`config.mk`:
```
export PLATFORM = sky130hd
export DESIGN_NAME = trace_record_writer
export DESIGN_NICKNAME = d
export VERILOG_FILES = /design/src/rtl/trace_record_writer.sv
export SDC_FILE = /design/constraint.sdc
export NUM_CORES = 1
export LEC_CHECK = 0
export BUFFER_PORTS_ARGS = -buffer_cell sky130_fd_sc_hd__clkbuf_2
export CAP_MARGIN = 40
export CELL_PAD_IN_SITES_DETAIL_PLACEMENT = 0
export CELL_PAD_IN_SITES_GLOBAL_PLACEMENT = 2
export CORE_ASPECT_RATIO = 0.5
export CORE_MARGIN = 2
export CORE_UTILIZATION = 33
export CTS_CLUSTER_SIZE = 24
export DETAILED_ROUTE_END_ITERATION = 7
export PLACE_DENSITY_LB_ADDON = 0.1
export RECOVER_POWER = 50
export SYNTH_ARGS = -nofsm -noshare
export SYNTH_HDL_FRONTEND = slang
export SYNTH_SLANG_ARGS = --single-unit
```
`constraint.sdc`:
```
create_clock -name clk -period 5 [get_ports clk]
set_input_delay 1 -clock clk [delete_from_list [all_inputs] [get_ports clk]]
set_output_delay 1 -clock clk [all_outputs]
set_load 0.02 [all_outputs]
```
`src/rtl/trace_record_writer.sv`:
```
module trace_record_writer #(
  parameter int ADDR_W      = 12,
  parameter int FILL_BYTES  = 3032,
  parameter int TRACE_LIMIT = 3000,
  parameter int PHASE_W     = 4
) (
  input  logic               clk,
  input  logic               rst_n,
  input  logic               start,
  input  logic               abort,
  input  logic               sample_stb,
  output logic               capture_active,
  input  logic               cmd_done,
  input  logic [PHASE_W-1:0] cmd_phase,
  input  logic [31:0]        cmd_parity,
  input  logic [7:0]         cmd_len,
  output logic [7:0]         cmd_rd_idx,
  input  logic [7:0]         cmd_rd_data,
  output logic               cmd_rearm,
  input  logic               rsp_done,
  input  logic [PHASE_W-1:0] rsp_phase,
  input  logic [31:0]        rsp_parity,
  input  logic [7:0]         rsp_len,
  output logic [7:0]         rsp_rd_idx,
  input  logic [7:0]         rsp_rd_data,
  output logic               rsp_rearm,
  output logic               mem_we,
  output logic [ADDR_W-1:0]  mem_addr,
  output logic [7:0]         mem_wdata
);

  localparam logic [ADDR_W-1:0] FILL_LAST = ADDR_W'(FILL_BYTES - 1);
  localparam logic [ADDR_W-1:0] LIMIT     = ADDR_W'(TRACE_LIMIT);
  localparam logic [7:0]        HDR_LAST  = 8'd8;
  localparam logic [7:0]        FILLER    = 8'h44;

  typedef enum logic [2:0] {S_IDLE, S_FILL, S_WAIT, S_HDR, S_PAY, S_END} state_t;

  state_t            st;
  logic [ADDR_W-1:0] ptr;
  logic [31:0]       cnt, ts, par;
  logic [7:0]        idx, len;
  logic              sel_rsp, rsp_pend;
  logic              go, take_rsp;
  logic [7:0]        hdr_byte, pay_byte;

  assign go             = (st == S_IDLE) && start && !abort;
  assign take_rsp       = rsp_done && (rsp_pend || !cmd_done);
  assign capture_active = (st != S_IDLE);
  assign cmd_rearm      = go || ((st == S_END) && !sel_rsp);
  assign rsp_rearm      = go || ((st == S_END) && (sel_rsp || !rsp_pend));
  assign cmd_rd_idx     = idx;
  assign rsp_rd_idx     = idx;
  assign pay_byte       = sel_rsp ? rsp_rd_data : cmd_rd_data;
  assign mem_addr       = ptr;
  assign mem_we         = !abort && (st == S_FILL || st == S_HDR || st == S_PAY);

  always_comb begin
    case (idx[3:0])
      4'd0:    hdr_byte = ts[7:0];
      4'd1:    hdr_byte = ts[15:8];
      4'd2:    hdr_byte = ts[23:16];
      4'd3:    hdr_byte = {ts[31] | sel_rsp, ts[30:24]};
      4'd4:    hdr_byte = par[7:0];
      4'd5:    hdr_byte = par[15:8];
      4'd6:    hdr_byte = par[23:16];
      4'd7:    hdr_byte = par[31:24];
      default: hdr_byte = len;
    endcase
  end

  always_comb begin
    case (st)
      S_FILL:  mem_wdata = FILLER;
      S_HDR:   mem_wdata = hdr_byte;
      S_PAY:   mem_wdata = pay_byte;
      default: mem_wdata = 8'h00;
    endcase
  end

  always_ff @(posedge clk) begin
    if (!rst_n) begin
      st       <= S_IDLE;
      ptr      <= '0;
      cnt      <= '0;
      ts       <= '0;
      par      <= '0;
      len      <= '0;
      idx      <= '0;
      sel_rsp  <= 1'b0;
      rsp_pend <= 1'b0;
    end else if (abort) begin
      st <= S_IDLE;
    end else begin
      if (st != S_IDLE && sample_stb) cnt <= cnt + 32'd1;
      case (st)
        S_IDLE: if (start) begin
          st       <= S_FILL;
          ptr      <= '0;
          cnt      <= '0;
          rsp_pend <= 1'b0;
        end
        S_FILL: begin
          ptr <= ptr + 1'b1;
          if (ptr == FILL_LAST) begin
            ptr <= '0;
            st  <= S_WAIT;
          end
        end
        S_WAIT: if (cmd_done || rsp_done) begin
          sel_rsp <= take_rsp;
          idx     <= '0;
          st      <= S_HDR;
          if (take_rsp) begin
            ts       <= cnt - 32'(rsp_phase);
            par      <= rsp_parity;
            len      <= rsp_len;
            rsp_pend <= 1'b0;
          end else begin
            ts       <= cnt - 32'(cmd_phase);
            par      <= cmd_parity;
            len      <= cmd_len;
            rsp_pend <= rsp_done;
          end
        end
        S_HDR: begin
          ptr <= ptr + 1'b1;
          idx <= idx + 8'd1;
          if (idx == HDR_LAST) begin
            idx <= '0;
            st  <= (len == 8'd0) ? S_END : S_PAY;
          end
        end
        S_PAY: begin
          ptr <= ptr + 1'b1;
          idx <= idx + 8'd1;
          if (idx == len - 8'd1) st <= S_END;
        end
        S_END: st <= (ptr > LIMIT) ? S_IDLE : S_WAIT;
        default: st <= S_IDLE;
      endcase
    end
  end

endmodule

```
* Word level (Yosys, flattened, before mapping)
Cells that the tools add are included.
** Storage, ports and cells
- Register bits :: 129
- Input port bits :: 111
- Logic and storage cells :: 98
** Cells by class
- Add/subtract/negate cells :: 6
- Order comparisons :: 1
- Equal/unequal tests :: 20
- Mux-type cells :: 27
- Bitwise logic cells :: 3
- Reduce and logical (&&, ||, !) cells :: 32
** Operator list (number)
- $mux W32 :: 5
- $pmux W8 S8 :: 1
- $sub A32 B4 Y32 :: 2
- $pmux W8 S3 :: 2
- $pmux W12 S3 :: 1
- $add A32 B1 Y32 const B :: 1
- $mux W8 :: 4
- $mux W12 :: 2
- $pmux W3 S6 :: 1
- $eq A4 B3 Y1 const B :: 4
- $mux W3 :: 5
- $add A12 B1 Y12 const B :: 1
- $eq A12 B12 Y1 const B :: 1
- $gt A12 B12 Y1 const B :: 1
- $reduce_and A3 Y1 :: 3
- $reduce_bool A3 Y1 :: 3
- $add A8 B1 Y8 const B :: 1
- $eq A4 B2 Y1 const B :: 2
- $eq A8 B4 Y1 const B :: 1
- $eq A8 B8 Y1 :: 1
- $logic_not A8 Y1 :: 1
- $sub A8 B1 Y8 const B :: 1
- $logic_and A1 B1 Y1 :: 7
- $logic_or A1 B1 Y1 :: 7
- 18 further kinds :: 31

* Depth between registers and ports, before layout
- Depth after elaboration :: 6
- Depth in mapped cells :: 14
- Gate-level depth less buffers :: 12

* Worst setup path before layout
No wires, ideal clock.
- Path type :: input -> register
- Start :: input cmd_done
- End :: register ts[8]
- Setup time :: 86 ps
- Data arrival time :: 3802 ps
- Required time :: 4914 ps
- Setup slack :: 1112 ps
- Cell stages on the path :: 13
- Buffers on the path :: 2
- Cell sequence :: inv_1 o21ai_0 buf_2 buf_1 mux2_2 ha_1 inv_1 fa_1 nand3_1 nand3b_1 or4_1 xor2_1 a211oi_1
** Between the ends
- Word-level cells in the longest chain between the ends :: 4
- Elaborated cells between the ends (all ways) :: 6
- Those cells by class :: 1 x mux; 5 x reduce/logical
** Ends and longest elaborated chain
- start: declaration :: line 13 : input logic cmd_done,
- $logic_not A1 Y1 :: line 48 : assign take_rsp = rsp_done && (rsp_pend || !cmd_done);
- $logic_or A1 B1 Y1 :: line 48
- $logic_and A1 B1 Y1 :: line 48
- $mux W32 :: line 114 : if (take_rsp) begin
- end signal: assignment :: line 115 : ts <= cnt - 32'(rsp_phase);
- end signal: assignment :: line 120 : ts <= cnt - 32'(cmd_phase);
- end: declaration :: line 41 : logic [31:0] cnt, ts, par;
Parallel ways exist; a longest one is shown, timed or not.
A chain may end at the register's enable or synchronous reset.

* Worst setup path in the final report
- Start :: register idx[0], in the netlist cmd_rd_idx[0]
- End :: output mem_wdata[2]
** Between the ends
- Word-level cells in the longest chain between the ends :: 3
- Elaborated cells between the ends (all ways) :: 10
- Those cells by class :: 7 x eq/ne; 2 x mux; 1 x reduce/logical
** Ends and longest elaborated chain
- start: declaration :: line 42 : logic [7:0] idx, len;
- start signal: assignment :: line 128 : idx <= idx + 8'd1;
- start signal: assignment :: line 136 : idx <= idx + 8'd1;
- $eq A4 B3 Y1 (tied with other cells) :: line 59 : case (idx[3:0])
- $pmux W8 S8 * :: line 59
- $pmux W8 S3 * :: line 73 : case (st)
- end: declaration :: line 29 : output logic [7:0] mem_wdata
Mark *: on every way between the ends. The rest lies on a longest branch, timed or not.

==> flow_summary.toml <==
[clocking]
htreeDepth = 4
hold_buffers = 0
cts_resized = 0
post_cts_buffers = 0
cts.sinks = 129
cts-root-buf = "clkbuf_16"
tritoncts = "built"
cts_buffer_depth = 2
clk_latency_ns = 0.43
cts.clk_slew.worst_paths_ns = 0.06
cts_buffers = 17

[floorplan]
core_area_sq_mm = 0.02192
fp-row-count = 38
pin_count = 151
die_h_um = 110.3
die_x_um = 216.7
die_area_sq_mm = 0.02391
initial_core_util_pct = 34.05

[critical_path]
r2r_cells = 6
r2r_setup_slack_ns = 2.06
critical_path_class = "flip-flop to output port"
arrival_ns = 2.92
cp_max_fo = 16
cp-end-kind = "output port"
crit_required_ns = 4.00
cp-start-kind = "flip-flop"

[grt]
overflow = 0
grtUsageTotal_pct = 20.29
antenna_found_initial = 0
grt_pass1_vias = 6135
grt_pass1_wl_um = 36590
grt_start_max_net_pins = 115

[sta]
setup_viol = 0
fin_crit_sh_pct = 78.41
worst_slew_pin_slew_ns = 1.395
final_max_slew_viol_count = 0
fmax_mhz = 255.1
finalWorstPathRequiredPeriod_ns = 3.921
rsz0062_at_grt = "false"
relSlewSlack_pct = 6.892
hold_violations = 0
fin_tns_setup_ns = 0
finClkSkew_ns = 0.007431

[final_layout]
antenna_cells = 0
nFillCells = 2265
fin_cells = 1303
fin_nets = 1117
layout-drive-gt1-share_pct = 18.44
area_growth_pct = 18.94

[yosys]
yosys.area_share.adder_pct = 2.615
yosysWarnings = 0
synth_compound_area_share_pct = 18.07
synth.area.mux_share_pct = 8.567
synth-edff-count = 0
synthSimpleGateAreaFrac_pct = 21.86
synth_most_common_cell = "dfxtp_1"
async_flop_share_pct = 0
synth_top_cell_by_area = "dfxtp_1"
synth_top_area_share_pct = 34.60
ys_types = 71
synthCells = 889
ys.flop_type = "dfxtp_1"
ys_seq_area_share_pct = 34.60
synth.ff_latch_count = 129
synth_xor_xnor_area_share_pct = 8.567
avgSynthCellArea_sq_um = 8.395
synth_top_family_by_area = "simple AND/OR/NAND/NOR gates"
syn-num-nets = 1015
synth_area_sq_mm = 0.007463
synthTopCellsByCount = "129 x dfxtp_1, 127 x nor2_1, 56 x mux2i_1, 50 x a211oi_1, 45 x a21oi_1"
synth_area_leaders = "dfxtp_1 35%, mux2i_1 7.5%, nor2_1 6.4%, a211oi_1 5.0%, xor2_1 4.3%"

[place]
hpwl_um = 17760
place.gp.congestion = 0.7829
dp.cells = 1272
io_buffers = 150

[detailed_routing]
wl_per_cell_um = 18.12
totalWireLength_um = 23610
firstDrtPassIters = 5
first_iter_violations = 562
antenna_left = 0
via_count = 6795
vias_per_cell = 5.215
drc = 0

[power]
powerDensity_mw_per_mm2 = 279.0
ir_drop_v = 0.0001456
leakage_uw = 0.003626

[min_path]
min_path_cells = 2
min_path_type = "flip-flop to flip-flop"

[status]
status = "finished, final reports clean"

[flow_run]
max_cap_violations = 0
[worst max-delay path, cell delays in order, from the launching register on]
cell and delay, ns:
dfxtp_1 0.50, inv_1 0.11, ha_1 0.44, a22oi_1 0.36, a21oi_1 0.12, a2111oi_0 0.44
a21oi_1 0.13, nor2_1 0.13, o22ai_1 0.08, clkbuf_2 0.17
[flip-flops by register name, summed over array words and instances, names as in the netlist]
| name | count |
|---|---|
| len | 8 |
| par | 32 |
| cnt | 32 |
| sel_rsp | 1 |
| ts | 32 |
| cmd_rd_idx | 8 |
| rsp_pend | 1 |
| st | 3 |
| mem_addr | 12 |
[routing by layer]
| layer | vias up | wire length (um) | GRT usage [%] |
|---|---|---|---|
| met1 | 3245 | 12910 | 30.73 |
| met2 | 121 | 9530 | 28.82 |
| li1 | 3413 | - | - |
| met3 | 16 | 909 | 3.923 |
| met4 | 0 | 255 | 5.528 |
| met5 | - | 0 | 0 |
[cell usage in the layout (no fill, tap or decap), types with 3 or more instances in the layout]
cell and n:
nand3_1 26, a21oi_1 45, and4_1 5, nor4_1 6, dfxtp_1 129, buf_4 3
nor3b_1 7, xor2_1 37, nand2_1 43, a22oi_1 7, a221oi_1 8, nor4_4 6
xnor2_1 36, nand4_1 15, o21ai_0 40, inv_1 22, nor3_1 16, or2_2 4
a31oi_1 8, mux2_2 7, a211oi_1 50, o31ai_1 4, or3_1 11, nand2b_1 4
nor2_1 127, nor2b_1 6, clkbuf_8 3, or4_1 5, a222oi_1 4, clkbuf_16 17
ha_1 14, clkbuf_1 37, and3_1 9, o22ai_1 6, clkbuf_2 122, o21a_1 4
mux2i_1 56
[per-stage QoR]
| stage | util [%] | hold WS (ns) | total power (uW) | setup slack [ns] | area [sq um] |
|---|---|---|---|---|---|
| 2_1_floorplan | - | 0.4602 | 1188 | 1.112 | 7463 |
| 3_3_place_gp | 37.97 | 0.4972 | 1278 | 1.364 | 8323 |
| 3_5_place_dp | 38.16 | 0.4933 | 1283 | 1.297 | 8364 |
| 4_1_cts | 40.75 | 0.5032 | 2514 | 1.071 | 8931 |
| 5_1_grt | 40.50 | 0.5191 | 2577 | 0.7753 | 8877 |
| 6_report | 40.50 | 0.5026 | 2477 | 1.079 | 8877 |
[final cells by class]
cell class              count  area [sq um]  share of cell area [%]
clock buffers              26         489.2                   5.511
clock inverters             5         77.57                  0.8739
inverters                  22         82.58                  0.9302
multi-input cells         662          4474                   50.40
flip-flops and latches    129          2582                   29.09
well taps                 300         375.4                   4.228
repair buffers            159         795.8                   8.964
[power breakdown]
group | internal (uW) | total, uW | switching (uW)
combinational | 88.6 | 208 | 120
sequential | 1040 | 1050 | 11.9
clock | 769 | 1220 | 452
total | 1890 | 2480 | 584
[final timing paths]
check / start / to
worst max-delay path: cmd_rd_idx[0]$_SDFFE_PN0P_ / mem_wdata[2]
worst min-delay path: par[27]$_SDFFE_PN0P_ / par[27]$_SDFFE_PN0P_
worst max register to register: st[0]$_SDFFE_PP0P_ / cnt[13]$_SDFFE_PN0N_
worst min register to register: par[27]$_SDFFE_PN0P_ / par[27]$_SDFFE_PN0P_
[cell families after synthesis]
| family | Yosys count |
|---|---|
| multiplexers | 63 |
| buffers and inverters | 98 |
| XOR/XNOR | 73 |
| flip-flops | 129 |
| adder cells (fa/ha/maj) | 15 |
| AND/OR/NAND/NOR | 309 |
| AO/OA/AOI/OAI | 202 |
Note: power is estimated with default switching activity, not from simulation.
